[config.mk]
export PLATFORM = sky130hd
export DESIGN_NAME = rx_timeout_unit
export DESIGN_NICKNAME = d
export VERILOG_FILES = /design/src/rtl/rto_pkg.sv /design/src/rtl/rto_frame_len.sv /design/src/rtl/rto_counter.sv /design/src/rtl/rto_req.sv /design/src/rtl/rx_timeout_unit.sv
export SDC_FILE = /design/constraint.sdc
export NUM_CORES = 1
export LEC_CHECK = 0
export ABC_AREA = 1
export BUFFER_PORTS_ARGS = -buffer_cell sky130_fd_sc_hd__buf_4
export CORE_MARGIN = 1
export CORE_UTILIZATION = 58
export DETAILED_ROUTE_END_ITERATION = 12
export GPL_TIMING_DRIVEN = 0
export PLACE_DENSITY = 0.85
export SLEW_MARGIN = 10
export SYNTH_ARGS = -nofsm -noshare
export SYNTH_HDL_FRONTEND = slang
export SYNTH_SLANG_ARGS = --single-unit
[constraint.sdc]
create_clock -name clk_i -period 3.25 [get_ports clk_i]
set_clock_uncertainty 0.05 [all_clocks]
set_input_delay 0.325 -clock clk_i [delete_from_list [all_inputs] [get_ports clk_i]]
set_output_delay 0.325 -clock clk_i [all_outputs]
set_load 0.01 [all_outputs]
[src/rtl/rto_pkg.sv]
package rto_pkg;
  localparam int unsigned OVS   = 16;
  localparam int unsigned CHARS = 4;
  localparam int unsigned DEPTH = 128;

  typedef enum logic [1:0] {
    STOP_ONE  = 2'd0,
    STOP_HALF = 2'd1,
    STOP_TWO  = 2'd2,
    STOP_TWOB = 2'd3
  } stop_len_e;
endpackage

[src/rtl/rto_frame_len.sv]
module rto_frame_len
  import rto_pkg::*;
#(
  parameter int unsigned OVS_P   = OVS,
  parameter int unsigned CHARS_P = CHARS,
  parameter int unsigned TW      = 10
) (
  input  logic [1:0]    data_bits_i,
  input  logic          parity_en_i,
  input  stop_len_e     stop_sel_i,
  output logic [TW-1:0] limit_o
);
  localparam int unsigned HALF = OVS_P / 2;

  logic [TW-1:0] halves;
  logic [TW-1:0] stop_h;

  always_comb begin
    unique case (stop_sel_i)
      STOP_ONE:  stop_h = TW'(2);
      STOP_HALF: stop_h = TW'(3);
      default:   stop_h = TW'(4);
    endcase
    // start + 5 base data bits = 6 bits = 12 half-bits
    halves = TW'(12) + TW'({data_bits_i, 1'b0}) + (parity_en_i ? TW'(2) : TW'(0)) + stop_h;
    limit_o = TW'(32'(halves) * HALF * CHARS_P);
  end
endmodule

[src/rtl/rto_counter.sv]
module rto_counter #(
  parameter int unsigned TW = 10
) (
  input  logic          clk_i,
  input  logic          rst_ni,
  input  logic          tick_i,
  input  logic          restart_i,
  input  logic          clear_i,
  input  logic          empty_i,
  input  logic [TW-1:0] limit_i,
  output logic          tmo_o
);
  logic [TW-1:0] cnt_q;
  logic          tmo_q;
  logic          reach;

  assign reach = tick_i && !restart_i && !empty_i && ((cnt_q + TW'(1)) >= limit_i);

  always_ff @(posedge clk_i or negedge rst_ni) begin
    if (!rst_ni) begin
      cnt_q <= '0;
    end else if (restart_i || empty_i) begin
      cnt_q <= '0;
    end else if (tick_i && (cnt_q < limit_i)) begin
      cnt_q <= cnt_q + TW'(1);
    end
  end

  always_ff @(posedge clk_i or negedge rst_ni) begin
    if (!rst_ni)      tmo_q <= 1'b0;
    else if (clear_i) tmo_q <= 1'b0;
    else if (reach)   tmo_q <= 1'b1;
  end

  assign tmo_o = tmo_q;

  AST_EMPTY_CLEARS: assert property (@(posedge clk_i) disable iff (!rst_ni)
    empty_i |=> (!tmo_q && cnt_q == '0));
  AST_RESTART_ZERO: assert property (@(posedge clk_i) disable iff (!rst_ni)
    restart_i |=> (cnt_q == '0));
  AST_SET_AT_LIMIT: assert property (@(posedge clk_i) disable iff (!rst_ni)
    $rose(tmo_q) |-> (($past(cnt_q) + TW'(1)) >= $past(limit_i)));
  AST_TMO_STICKY: assert property (@(posedge clk_i) disable iff (!rst_ni)
    (tmo_q && !clear_i) |=> tmo_q);
endmodule

[src/rtl/rto_req.sv]
module rto_req #(
  parameter int unsigned LW = 8
) (
  input  logic          en_i,
  input  logic          tmo_i,
  input  logic [LW-1:0] level_i,
  input  logic [LW-1:0] trig_i,
  output logic          tmo_irq_o,
  output logic          dr_irq_o,
  output logic          req_o
);
  logic at_trig;

  assign at_trig   = (level_i != '0) && (level_i >= trig_i);
  assign tmo_irq_o = en_i && tmo_i;
  assign dr_irq_o  = en_i && at_trig;
  assign req_o     = tmo_irq_o || dr_irq_o;

  always_comb begin
    AST_REQ_MASKED: assert (en_i || !req_o);
  end
endmodule

[src/rtl/rx_timeout_unit.sv]
module rx_timeout_unit
  import rto_pkg::*;
#(
  parameter int unsigned OVS_P   = OVS,
  parameter int unsigned CHARS_P = CHARS,
  parameter int unsigned DEPTH_P = DEPTH,
  localparam int unsigned LVL_W  = $clog2(DEPTH_P + 1),
  localparam int unsigned TW     = $clog2(CHARS_P * OVS_P * 12 + 1)
) (
  input  logic             clk_i,
  input  logic             rst_ni,
  input  logic             tick16_i,
  input  logic             stop_mid_i,
  input  logic             rhr_read_i,
  input  logic             fifo_empty_i,
  input  logic [LVL_W-1:0] fifo_level_i,
  input  logic [LVL_W-1:0] rx_trig_i,
  input  logic [1:0]       data_bits_i,
  input  logic             parity_en_i,
  input  logic [1:0]       stop_sel_i,
  input  logic             rx_irq_en_i,
  output logic             timeout_irq_o,
  output logic             rx_data_irq_o,
  output logic             rx_req_o
);
  logic [TW-1:0] limit;
  logic          tmo;

  rto_frame_len #(.OVS_P(OVS_P), .CHARS_P(CHARS_P), .TW(TW)) u_len (
    .data_bits_i (data_bits_i),
    .parity_en_i (parity_en_i),
    .stop_sel_i  (stop_len_e'(stop_sel_i)),
    .limit_o     (limit)
  );

  rto_counter #(.TW(TW)) u_cnt (
    .clk_i     (clk_i),
    .rst_ni    (rst_ni),
    .tick_i    (tick16_i),
    .restart_i (stop_mid_i || rhr_read_i),
    .clear_i   (rhr_read_i || fifo_empty_i),
    .empty_i   (fifo_empty_i),
    .limit_i   (limit),
    .tmo_o     (tmo)
  );

  rto_req #(.LW(LVL_W)) u_req (
    .en_i      (rx_irq_en_i),
    .tmo_i     (tmo),
    .level_i   (fifo_level_i),
    .trig_i    (rx_trig_i),
    .tmo_irq_o (timeout_irq_o),
    .dr_irq_o  (rx_data_irq_o),
    .req_o     (rx_req_o)
  );

  AST_READ_DROPS_TMO: assert property (@(posedge clk_i) disable iff (!rst_ni)
    rhr_read_i |=> !timeout_irq_o);
endmodule

==> impl_metrics.ini <==
[placed_design]
dp_hpwl_um = 2600
routabilityCongestion = 0.914
dp.cells = 249
pre_cts_ws_ns = 0.599
portBuffers = 30
place_area_um2 = 1560

[floorplanning]
start_util_pct = 63.7
design.core.area_um2 = 2040
num_rows = 16
boundaryPins = 31
die_w_um = 49.3
dieArea_um2 = 2430
die_h_um = 49.3

[job]
maxCapViolCount = 0

[min_path]
whs_path_depth = 4
worstHoldStart = rhr_read_i
worstHoldEndpoint = u_cnt.tmo_o
min_path_type = primary input to flop

[timing]
post-route-period-util_pct = 72.5
worst_slack_ns = 0.894
period_minus_slack_ns = 2.36
relSlewSlack_pct = 68.0
setup_violations = 0
tightest_slew_ns = 0.480
fin_tns_setup_ns = 0
finalMaxSlewViolations = 0
max_freq_ghz = 0.425
rsz0062_at_grt = false
hold_violations = 0

[setup_path]
criticalPathCategory = primary input to flop
crit_buf_inv = 4
crit_family = adder cells
slowest_delay_ns = 0.35
critical_path.startpoint_type = primary input
required_ns = 3.36
path_cells = buf_4, clkbuf_1, fa_1, inv_1, ha_1, inv_1, ha_1, xor2_1, nand2_1, o221ai_1, nor2_1, nand2_4, nand3_1, nand2_1
cp-end-kind = flop
slowest_stage = fa_1
timing.rr.end = u_cnt.tmo_o
r2r_start = u_cnt.cnt_q[2]
rr_worst_depth = 16
reg2reg_slack_ns = 0.94
path_max_fanout = 10
arrival_ns = 2.47

[clock_network]
cts_setup_buffers = 0
cts.sinks = 11
cts_root_buf = clkbuf_4
ctsResizeCount = 0
clock_latency_ns = 0.27
cts.htree.levels = 1
cts_inserted_buffers = 3
clk_pin_slew_worst_paths_ns = 0.07
hold_buffers = 1
clk_path_buf_depth = 2
tritoncts = done

[final_layout]
area_growth_pct = 22.7
fin_area_um2 = 1600
fillCellCount = 163
n_antenna_cell = 0
nets = 277
finalNonFillerCells = 254
final_layout_size_suffix_gt1_share_pct = 17.2

[route]
post_drt_wl_per_cell_um = 12.7
viasPerCell = 5.38
via_count = 1366
first_iter_violations = 62
antenna_left = 0
firstDrtPassIters = 4
drc = 0
wl_um = 3220

[synthesis]
avgSynthCellArea_um2 = 6.77
synth.distinct_cells = 26
syn_area_um2 = 1300
synth_nets = 241
syn_inst = 192
ys_seq_elements = 11
yosysSeqAreaShare_pct = 21.2
ys_warn_count = 0

[outcome]
outcome = finished, final reports clean

[global_routing]
grt_pass1_vias = 1347
gr-total-overflow = 0
track_usage_pct = 30.0
antenna_found_initial = 0
grt_pass1_wl_um = 5580
grt_max_degree = 12

[pwr]
p_int_mw = 0.239
swShare_pct = 30.8
seq_power_share_pct = 40.0
p_comb_share_pct = 32.8
powerDensity_nw_per_um2 = 216
p_leak_nw = 0.940
clkPwrFrac_pct = 27.2
power_mw = 0.345
irDropWorstVdd_uv = 273
p_switching_mw = 0.106
per-stage QoR:
stage,hold slack [ns],utilization [%]
2_1_floorplan,-0.0206,-
3_3_place_gp,0.116,76.3
3_5_place_dp,0.116,76.3
4_1_cts,0.257,78.1
5_1_grt,0.300,78.1
6_report,0.260,78.1
synth_stat cells, drive strengths merged:
cell     number  area (um^2)
o21ai         1         5.00
nor2         18         70.1
ha           20          250
a211oi        1         12.5
xnor2         2         17.5
nor3          1         5.00
inv          38          143
clkbuf        2         7.51
buf           3         23.8
nand3        19         95.1
dfrtp        11          275
xor2          4         35.0
nand2        44          173
nor4          2         12.5
fa            1         20.0
nor3b         1         7.51
a21oi         7         35.0
o2111ai       1         8.76
o221ai        1         8.76
nand4        13         81.3
and2          1         6.26
a21boi        1         7.51
how the worst max path moves through the flow:
stage	end	depth (start not counted)	start	slack, ns
floorplan	u_cnt.cnt_q[7]	13	data_bits_i[0]	0.97
global placement	u_cnt.cnt_q[0]	14	stop_sel_i[1]	0.71
detailed placement	u_cnt.cnt_q[6]	14	stop_sel_i[1]	0.60
CTS	u_cnt.cnt_q[6]	14	stop_sel_i[1]	0.90
global route	u_cnt.cnt_q[6]	14	stop_sel_i[1]	0.70
finish	u_cnt.cnt_q[0]	14	stop_sel_i[1]	0.89
cell usage in the layout, fill, tap and decap left out, drive strengths merged, types with 4 or more instances in the layout:
cell,synthesis,layout
nand3,19,19
ha,20,20
buf,3,33
inv,38,38
dfrtp,11,11
a21oi,7,7
nor2,18,18
clkbuf,2,6
nand4,13,13
xor2,4,4
nand2,44,44
flip-flops by register name (all words and copies together) (netlist names):
name and flops:
u_cnt.tmo_o 1, u_cnt.cnt_q 10
layout make-up:
type	count	area, um^2	area share [%]
well taps	27	33.8	2.12
inverters	38	143	8.94
clock buffers	4	26.3	1.65
plain buffers	5	31.3	1.96
flip-flops and latches	11	275	17.3
repair buffers	31	235	14.7
multi-input cells	138	851	53.3
power groups by stage:
stage | logic [mW] | registers, mW | clock network (mW)
floorplan | 0.0613 | 0.140 | 0
global placement | 0.105 | 0.141 | 0
detailed placement | 0.111 | 0.141 | 0
CTS | 0.113 | 0.138 | 0.0972
global route | 0.129 | 0.138 | 0.101
finish | 0.113 | 0.138 | 0.0939
cells by family after synthesis:
| logic type | count (synthesis) | synth area share [%] |
|---|---|---|
| AO/OA/AOI/OAI | 12 | 5.97 |
| XOR/XNOR | 6 | 4.04 |
| adder cells (fa/ha/maj) | 21 | 20.8 |
| buffers and inverters | 43 | 13.4 |
| flip-flops | 11 | 21.2 |
| AND/OR/NAND/NOR | 99 | 34.6 |
per-layer routing:
metal	up-vias	track usage, %	wire [um]
li1	694	-	-
met1	619	34.9	1310
met2	42	54.8	1700
met3	11	3.12	135
met4	0	12.7	77
met5	-	0	0
worst min-delay path, delay by kind of cell:
family | cells | cell delay (ns)
AOI/OAI and AO/OA | 1 | 0.05
buffers and inverters | 2 | 0.15
and+or+nand+nor | 1 | 0.03
Note: power is estimated with default switching activity, not from simulation.
